--- src/rtl/frame_rx_pkg.sv ---
package frame_rx_pkg;

    localparam logic [7:0] MARK_FIRST  = 8'hBC;
    localparam logic [7:0] MARK_SECOND = 8'hCF;

    typedef enum logic [2:0] {
        ST_HUNT1,
        ST_HUNT2,
        ST_TYPE,
        ST_LEN,
        ST_DATA,
        ST_CKA,
        ST_CKB
    } rx_state_e;

    typedef struct packed {
        logic [7:0] a;
        logic [7:0] b;
    } sum_pair_t;

    typedef struct packed {
        logic load;    // seed both sums with the type byte
        logic acc;     // fold a length or payload byte into the sums
        logic wr;      // store a payload byte
        logic commit;  // frame accepted
        logic drop;    // frame rejected
    } rx_evt_t;

    function automatic sum_pair_t sum_step(sum_pair_t s, logic [7:0] d);
        sum_pair_t r;
        r.a = s.a + d;
        r.b = s.b + r.a;
        return r;
    endfunction

endpackage

--- src/rtl/frx_sums.sv ---
module frx_sums
    import frame_rx_pkg::*;
(
    input  logic       clk,
    input  logic       rst,
    input  logic       load,
    input  logic       acc,
    input  logic [7:0] din,
    output sum_pair_t  sums
);
    sum_pair_t sums_q;

    always_ff @(posedge clk) begin
        if (rst) begin
            sums_q <= '0;
        end else if (load) begin
            sums_q.a <= din;
            sums_q.b <= din;
        end else if (acc) begin
            sums_q <= sum_step(sums_q, din);
        end
    end

    assign sums = sums_q;
endmodule

--- src/rtl/frx_fsm.sv ---
module frx_fsm
    import frame_rx_pkg::*;
#(
    parameter int MAX_LEN = 32
) (
    input  logic                 clk,
    input  logic                 rst,
    input  logic                 vld,
    input  logic [7:0]           din,
    input  sum_pair_t            sums,
    output rx_evt_t              evt,
    output logic [$clog2(MAX_LEN)-1:0]   idx,
    output logic [$clog2(MAX_LEN+1)-1:0] len_q,
    output logic [7:0]           type_q
);
    localparam int LEN_W = $clog2(MAX_LEN + 1);
    localparam int IDX_W = $clog2(MAX_LEN);
    localparam logic [7:0] MAX_B = 8'(MAX_LEN);

    rx_state_e st, st_nx;
    logic      last_data;

    assign last_data = (LEN_W'(idx) + LEN_W'(1)) == len_q;

    always_comb begin
        st_nx = st;
        evt   = '0;
        if (vld) begin
            unique case (st)
                ST_HUNT1: if (din == MARK_FIRST) st_nx = ST_HUNT2;
                ST_HUNT2: st_nx = (din == MARK_SECOND) ? ST_TYPE : ST_HUNT1;
                ST_TYPE: begin
                    evt.load = 1'b1;
                    st_nx    = ST_LEN;
                end
                ST_LEN: begin
                    if (din > MAX_B) begin
                        evt.drop = 1'b1;
                        st_nx    = ST_HUNT1;
                    end else begin
                        evt.acc = 1'b1;
                        st_nx   = (din == 8'd0) ? ST_CKA : ST_DATA;
                    end
                end
                ST_DATA: begin
                    evt.acc = 1'b1;
                    evt.wr  = 1'b1;
                    if (last_data) st_nx = ST_CKA;
                end
                ST_CKA: begin
                    if (din == sums.a) begin
                        st_nx = ST_CKB;
                    end else begin
                        evt.drop = 1'b1;
                        st_nx    = ST_HUNT1;
                    end
                end
                ST_CKB: begin
                    evt.commit = (din == sums.b);
                    evt.drop   = (din != sums.b);
                    st_nx      = ST_HUNT1;
                end
                default: st_nx = ST_HUNT1;
            endcase
        end
    end

    always_ff @(posedge clk) begin
        if (rst) begin
            st     <= ST_HUNT1;
            idx    <= '0;
            len_q  <= '0;
            type_q <= '0;
        end else begin
            st <= st_nx;
            if (evt.load) type_q <= din;
            if (vld && st == ST_LEN) begin
                len_q <= din[LEN_W-1:0];
                idx   <= '0;
            end else if (evt.wr) begin
                idx <= idx + IDX_W'(1);
            end
        end
    end
endmodule

--- src/rtl/frx_store.sv ---
module frx_store #(
    parameter int MAX_LEN = 32
) (
    input  logic                       clk,
    input  logic                       rst,
    input  logic                       wr,
    input  logic [$clog2(MAX_LEN)-1:0] wr_idx,
    input  logic [7:0]                 wr_data,
    input  logic                       commit,
    input  logic [$clog2(MAX_LEN)-1:0] rd_idx,
    output logic [7:0]                 rd_data
);
    logic [7:0] work [MAX_LEN];
    logic [7:0] held [MAX_LEN];

    for (genvar i = 0; i < MAX_LEN; i++) begin : g_slot
        always_ff @(posedge clk) begin
            if (rst) begin
                work[i] <= '0;
                held[i] <= '0;
            end else begin
                if (wr && int'(wr_idx) == i) work[i] <= wr_data;
                if (commit) held[i] <= work[i];
            end
        end
    end

    assign rd_data = (int'(rd_idx) < MAX_LEN) ? held[rd_idx] : 8'd0;
endmodule

--- src/rtl/frame_rx.sv ---
module frame_rx
    import frame_rx_pkg::*;
#(
    parameter int MAX_LEN = 32
) (
    input  logic                         clk,
    input  logic                         rst,
    input  logic                         byte_vld,
    input  logic [7:0]                   byte_in,
    input  logic [$clog2(MAX_LEN)-1:0]   rd_idx,
    output logic [7:0]                   rd_data,
    output logic [7:0]                   pkt_type,
    output logic [$clog2(MAX_LEN+1)-1:0] pkt_len,
    output logic                         pkt_good,
    output logic                         pkt_err
);
    localparam int LEN_W = $clog2(MAX_LEN + 1);
    localparam int IDX_W = $clog2(MAX_LEN);

    sum_pair_t        sums;
    rx_evt_t          evt;
    logic [IDX_W-1:0] idx;
    logic [LEN_W-1:0] len_q;
    logic [7:0]       type_q;

    frx_sums u_sums (
        .clk  (clk),
        .rst  (rst),
        .load (evt.load),
        .acc  (evt.acc),
        .din  (byte_in),
        .sums (sums)
    );

    frx_fsm #(.MAX_LEN(MAX_LEN)) u_fsm (
        .clk    (clk),
        .rst    (rst),
        .vld    (byte_vld),
        .din    (byte_in),
        .sums   (sums),
        .evt    (evt),
        .idx    (idx),
        .len_q  (len_q),
        .type_q (type_q)
    );

    frx_store #(.MAX_LEN(MAX_LEN)) u_store (
        .clk     (clk),
        .rst     (rst),
        .wr      (evt.wr),
        .wr_idx  (idx),
        .wr_data (byte_in),
        .commit  (evt.commit),
        .rd_idx  (rd_idx),
        .rd_data (rd_data)
    );

    always_ff @(posedge clk) begin
        if (rst) begin
            pkt_type <= '0;
            pkt_len  <= '0;
            pkt_good <= 1'b0;
            pkt_err  <= 1'b0;
        end else begin
            pkt_good <= evt.commit;
            pkt_err  <= evt.drop;
            if (evt.commit) begin
                pkt_type <= type_q;
                pkt_len  <= len_q;
            end
        end
    end
endmodule

--- config.mk ---
export PLATFORM = sky130hd
export DESIGN_NAME = frame_rx
export DESIGN_NICKNAME = d
export VERILOG_FILES = /design/src/rtl/frame_rx_pkg.sv /design/src/rtl/frx_sums.sv /design/src/rtl/frx_fsm.sv /design/src/rtl/frx_store.sv /design/src/rtl/frame_rx.sv
export SDC_FILE = /design/constraint.sdc
export NUM_CORES = 1
export LEC_CHECK = 0
export ABC_AREA = 1
export BUFFER_PORTS_ARGS = -buffer_cell sky130_fd_sc_hd__buf_2
export CAP_MARGIN = 20
export CORE_MARGIN = 4
export CORE_UTILIZATION = 30
export CTS_BUF_LIST = sky130_fd_sc_hd__clkbuf_16
export DETAILED_ROUTE_END_ITERATION = 8
export GPL_TIMING_DRIVEN = 0
export HOLD_SLACK_MARGIN = 0.03
export PLACE_DENSITY_LB_ADDON = 0.15
export SLEW_MARGIN = 25
export SYNTH_ARGS = -nofsm -noshare
export SYNTH_HDL_FRONTEND = slang
export SYNTH_SLANG_ARGS = --single-unit
export TNS_END_PERCENT = 5
--- constraint.sdc ---
create_clock -name clk -period 17.2 [get_ports clk]
set_input_delay 1.72 -clock clk [delete_from_list [all_inputs] [get_ports clk]]
set_output_delay 1.72 -clock clk [all_outputs]
set_load 0.02 [all_outputs]
-- Yosys cells after proc, flatten, opt, wreduce, memory -nomap -nowiden
Memories as Yosys holds them, arrays and structs flattened.
Cells that the tools add are included.
- memories: 2
- memory bits (writable): 512
- output and inout port bits: 24
- register bits: 54
- input bits: 16
- memories (name ; depth ; width ; rd ports ; clocked after Yosys merged registers in ; wr ports ; line ; text):
    u_store.held ; 32 ; 8 ; 1 ; 0 ; 32 ; frx_store.sv:14 ; logic [7:0] held [MAX_LEN];
    u_store.work ; 32 ; 8 ; 32 ; 0 ; 32 ; frx_store.sv:13 ; logic [7:0] work [MAX_LEN];
- order comparisons: 1
- reductions and logical operators: 40
- bitwise logic cells: 65
- mux-type cells: 183
- add/subtract/negate cells: 4
- equality and inequality tests: 45
- operators with widths (operator ; number):
    two-way mux 8 bit ; 64
    two-way mux 1 bit ; 108
    equality test 5 bit, second input constant ; 16
    bitwise OR 1 bit ; 64
    equality test 5 x 4 -> 1 bit, second input constant ; 8
    logical AND 1 bit ; 33
    two-way mux 16 bit ; 2
    equality test 5 x 3 -> 1 bit, second input constant ; 4
    one-hot mux 3 bit (6 select lines) ; 1
    adder 8 bit ; 2
    equality test 8 bit ; 2
    equality test 8 bit, second input constant ; 2
    two-way mux 3 bit ; 4
    equality test 5 x 2 -> 1 bit, second input constant ; 2
    equality test 3 bit, second input constant ; 3
    > comparator 8 x 6 -> 1 bit, second input constant ; 1
    logical NOT 8 bit ; 1
    inequality test 8 bit ; 1
    adder 5 x 1 -> 6 bit, second input constant ; 1
    equality test 3 x 2 -> 1 bit, second input constant ; 2
    equality test 6 bit ; 1
    adder 5 x 1 -> 5 bit, second input constant ; 1
    equality test 5 x 1 -> 1 bit, second input constant ; 1
    logical NOT 5 bit ; 1
    11 further kinds ; 13

-- Depth between registers and ports, before layout
- word-level depth: 9
- mapped depth: 16
- gate-level depth less buffers: 16

-- Cells and area by module
Synthesis repeated with hierarchy kept, for this count alone.
- cells, all modules: 2597
- area, all modules: 25236.7 µm²
- modules (own cells, without submodules) (module ; cells each ; area each (µm²) ; sequential area each (µm²) ; times used):
    frx_store ; 2085 ; 21838.4 ; 15374.7 ; 1
    frx_fsm ; 234 ; 1475.2 ; 440.4 ; 1
    frx_sums ; 183 ; 1290.0 ; 320.3 ; 1
    frame_rx ; 95 ; 633.1 ; 320.3 ; 1

-- Worst setup path before layout
Ideal clock, no wire load.
- path type: input to register
- from: input port byte_in[0]
- to: memory u_store.held[0][0], enable pin
- data arrival time: 6.719 ns
- path buffers: 1
- required time: 15.240 ns
- stages on the path: 7
- setup slack: 8.521 ns
- cells stage by stage: inv_2 -> or2_1 -> nand3_1 -> nor2_1 -> nand4_1 -> clkbuf_1 -> nand2_1
- RTL lines (what ; line ; text):
    from (decl) ; frame_rx.sv:9 ; input logic [7:0] byte_in,
    to (decl) ; frx_store.sv:14 ;

-- Final worst setup path
- from: input port rd_idx[1]
- to: output port rd_data[5]
- cells in the longest elaborated chain, start to end: 1
- RTL lines (what ; line ; text):
    from (decl) ; frame_rx.sv:10 ; input logic [$clog2(MAX_LEN)-1:0] rd_idx,
    memory (32 x 8 bit) ; -- ;
    to (decl) ; frame_rx.sv:11 ; output logic [7:0] rd_data,
No other way between the ends.

==> qor.csv <==
metric,value,unit
outcome,completed,
die_w,294,um
ys_top_cells_by_area,"edfxtp_1 (63%), nor2_1 (11%), inv_1 (4.9%)",
post-route-drc-count,0,
firstDrtPassIters,7,
setup_violations,0,
antenna_found_initial,3,
syn_to_final_growth,15.7,%
synth_top_area_frac,0.626,
io_buffers,36,
worstSetupPathType,in2out,
rsz0062_at_grt,false,
ys.flop_type,edfxtp_1,
routed-via-count,17462,
cts_tree,yes,
rrSetupSlack,14110,ps
hold_viol_final,0,
grt_usage,0.187,
worstReg2RegEnd,u_store.held[7][6]$_SDFFCE_PN0P_,
hold_depth,2,
fin_nets,2539,
cap_viol_max_count,0,
cts_setup_buffers,0,
synth_edf_count,512,
clock-skew-final,34.4,ps
power_density,119,nW/um2
grt_pass1_vias,16989,
synth_nets,2414,
fin_crit,6360,ps
drt_iter0_drc,1734,
tightest_slew,1160,ps
ioPinCount,40,
synthCells,2376,
synth_area_leader_cell,edfxtp_1,
cts_root_buf,clkbuf_16,
dieArea,86600,um2
core-area,80800,um2
synth_area_per_cell,10.3,um2
layout_common_cells,"nor2_1 (706), edfxtp_1 (512), inv_1 (334)",
drt-total-wl,80.9,mm
slew_viol_final,0,
ys_types,37,
clockBufferDepth,3,
grt_start_max_net_pins,52,
cts.sinks,566,
yosys_register_bits,566,
tns,0,ps
cp-end-kind,primary output,
ctsHoldBuffers,0,
hpwl,57.4,mm
arrival,4640,ps
synthArstFlopShare,0,
mostFrequentLayoutCell,nor2_1,
grt_pass1_wl,117,mm
clk-insertion-delay-late,590,ps
seq_area_frac_synth,0.670,
hp-class,reg2reg,
final_layout_size_suffix_gt1_frac,0.0880,
start_util,0.304,
htree_num_levels,3,
r2r_start,u_sums.sums[1]$_SDFFE_PP0P_,
cts_buffers,67,
power,3.39,mW
peakVddDrop,71.6,uV
min_period_over_period,0.370,
maxSlewHeadroom,0.229,
wire_per_inst,22.4,um
vias_per_cell,4.84,
antenna_left,0,
fillers,8094,
synthesis.area,24600,um2
grt-ovfl-total,0,
yosys_warnings,0,
rows,104,
p_leak,11.0,nW
cts_resized,0,
clk_pin_slew,60,ps
cp.required,15480,ps
routabilityCongestion,0.907,
hp-start,u_fsm.type_q[7]$_SDFFE_PP0P_,
dieHeight,294,um
hold-path-endpoint,pkt_type[7]$_SDFFE_PP0P_,
fmax,157,MHz
crit_fanout,10,
startpoint_type,input pin,
reg2reg_depth,8,
==> critical path, cell delays in order <==
cell and delay (ps):
buf_2 120, clkbuf_1 630, clkbuf_1 640, o21ai_0 190, o22ai_1 550, o21ai_0 170, o21ai_1 170, nand2_1 90
nand2_1 130, buf_2 190
==> per-layer routing <==
layer  vias to the layer above  wire length [um]  share of wire  GRT usage
met2                       655             37600           0.47      0.303
met5                         -                 0              0          0
met4                         0              2390          0.030     0.0634
met3                       124              5180          0.064     0.0275
li1                       8124                 -              -          -
met1                      8559             35700           0.44      0.257
==> synth_stat cells, types with 4 or more instances <==
master / number
a21oi_1: 46
buf_1: 4
buf_2: 20
buf_4: 4
buf_6: 12
clkbuf_1: 89
dfxtp_1: 54
edfxtp_1: 512
ha_1: 20
inv_1: 324
inv_2: 7
nand2_1: 158
nand3_1: 80
nand3_2: 20
nand4_1: 6
nor2_1: 706
nor3_1: 6
o21a_1: 6
o21ai_0: 200
o21ai_1: 5
o221ai_1: 46
o22ai_1: 15
xnor2_1: 10
xor2_1: 5
==> through the flow <==
stage	instance area (um2)	utilization	hold slack [ps]	instances	worst slack, ps
3_5_place_dp	26400	0.326	436	3492	10830
4_1_cts	28400	0.352	450	3606	10810
2_1_floorplan	24600	-	419	2376	8520
3_3_place_gp	26100	0.323	437	3472	4560
6_report	28400	0.352	450	3607	10840
5_1_grt	28400	0.352	470	3606	10690
==> where the power goes <==
group | switching (mW) | internal (mW) | leakage [nW]
Sequential | 0.0340 | 1.56 | 5.72
Combinational | 0.310 | 0.130 | 4.25
Clock | 0.562 | 0.793 | 1.05
Total | 0.906 | 2.48 | 11.0
==> cell families (layout without fill, tap and decap cells) <==
group / Yosys count / count (layout) / share of synthesized area
flip-flops: 566 / 566 / 0.670
XOR/XNOR: 15 / 15 / 0.00535
AO/OA/AOI/OAI: 322 / 322 / 0.0744
AND/OR/NAND/NOR: 987 / 987 / 0.163
other: 0 / 1 / 0
buffers and inverters: 464 / 634 / 0.0762
adder cells (fa/ha/maj): 22 / 22 / 0.0118
==> final cells by class <==
cell class                 count  area [um2]  share of cell area
timing repair buffer          56         434              0.0153
multi-input combinational   1346        6290               0.221
inverter                     334        1250              0.0441
tap                         1060        1330              0.0466
clock buffer                  70        1750              0.0616
clock inverter                44         309              0.0109
buffer                       130         621              0.0218
antenna                        1        2.50           0.0000880
sequential                   566       16500               0.579
==> worst max path at each step <==
stage	startpoint	endpoint	slack [ps]	cells past startpoint
after floorplan	byte_in[0]	u_store.held[0][0]$_SDFFCE_PN0P_	8520	7
after global placement	byte_in[0]	u_store.held[4][6]$_SDFFCE_PN0P_	4560	8
after detailed placement	rd_idx[1]	rd_data[2]	10830	9
after CTS	rd_idx[1]	rd_data[2]	10810	9
after global routing	rd_idx[1]	rd_data[2]	10690	9
final	rd_idx[1]	rd_data[5]	10840	10
==> registers in the layout, summed over array words and instances (netlist names) <==
name          cells
pkt_type          8
u_fsm.type_q      8
u_fsm.st          3
pkt_err           1
pkt_good          1
u_fsm.idx         5
u_store.held    256
u_fsm.len_q       6
pkt_len           6
u_sums.sums      16
u_store.work    256
Note: power is estimated with default switching activity, not from simulation.
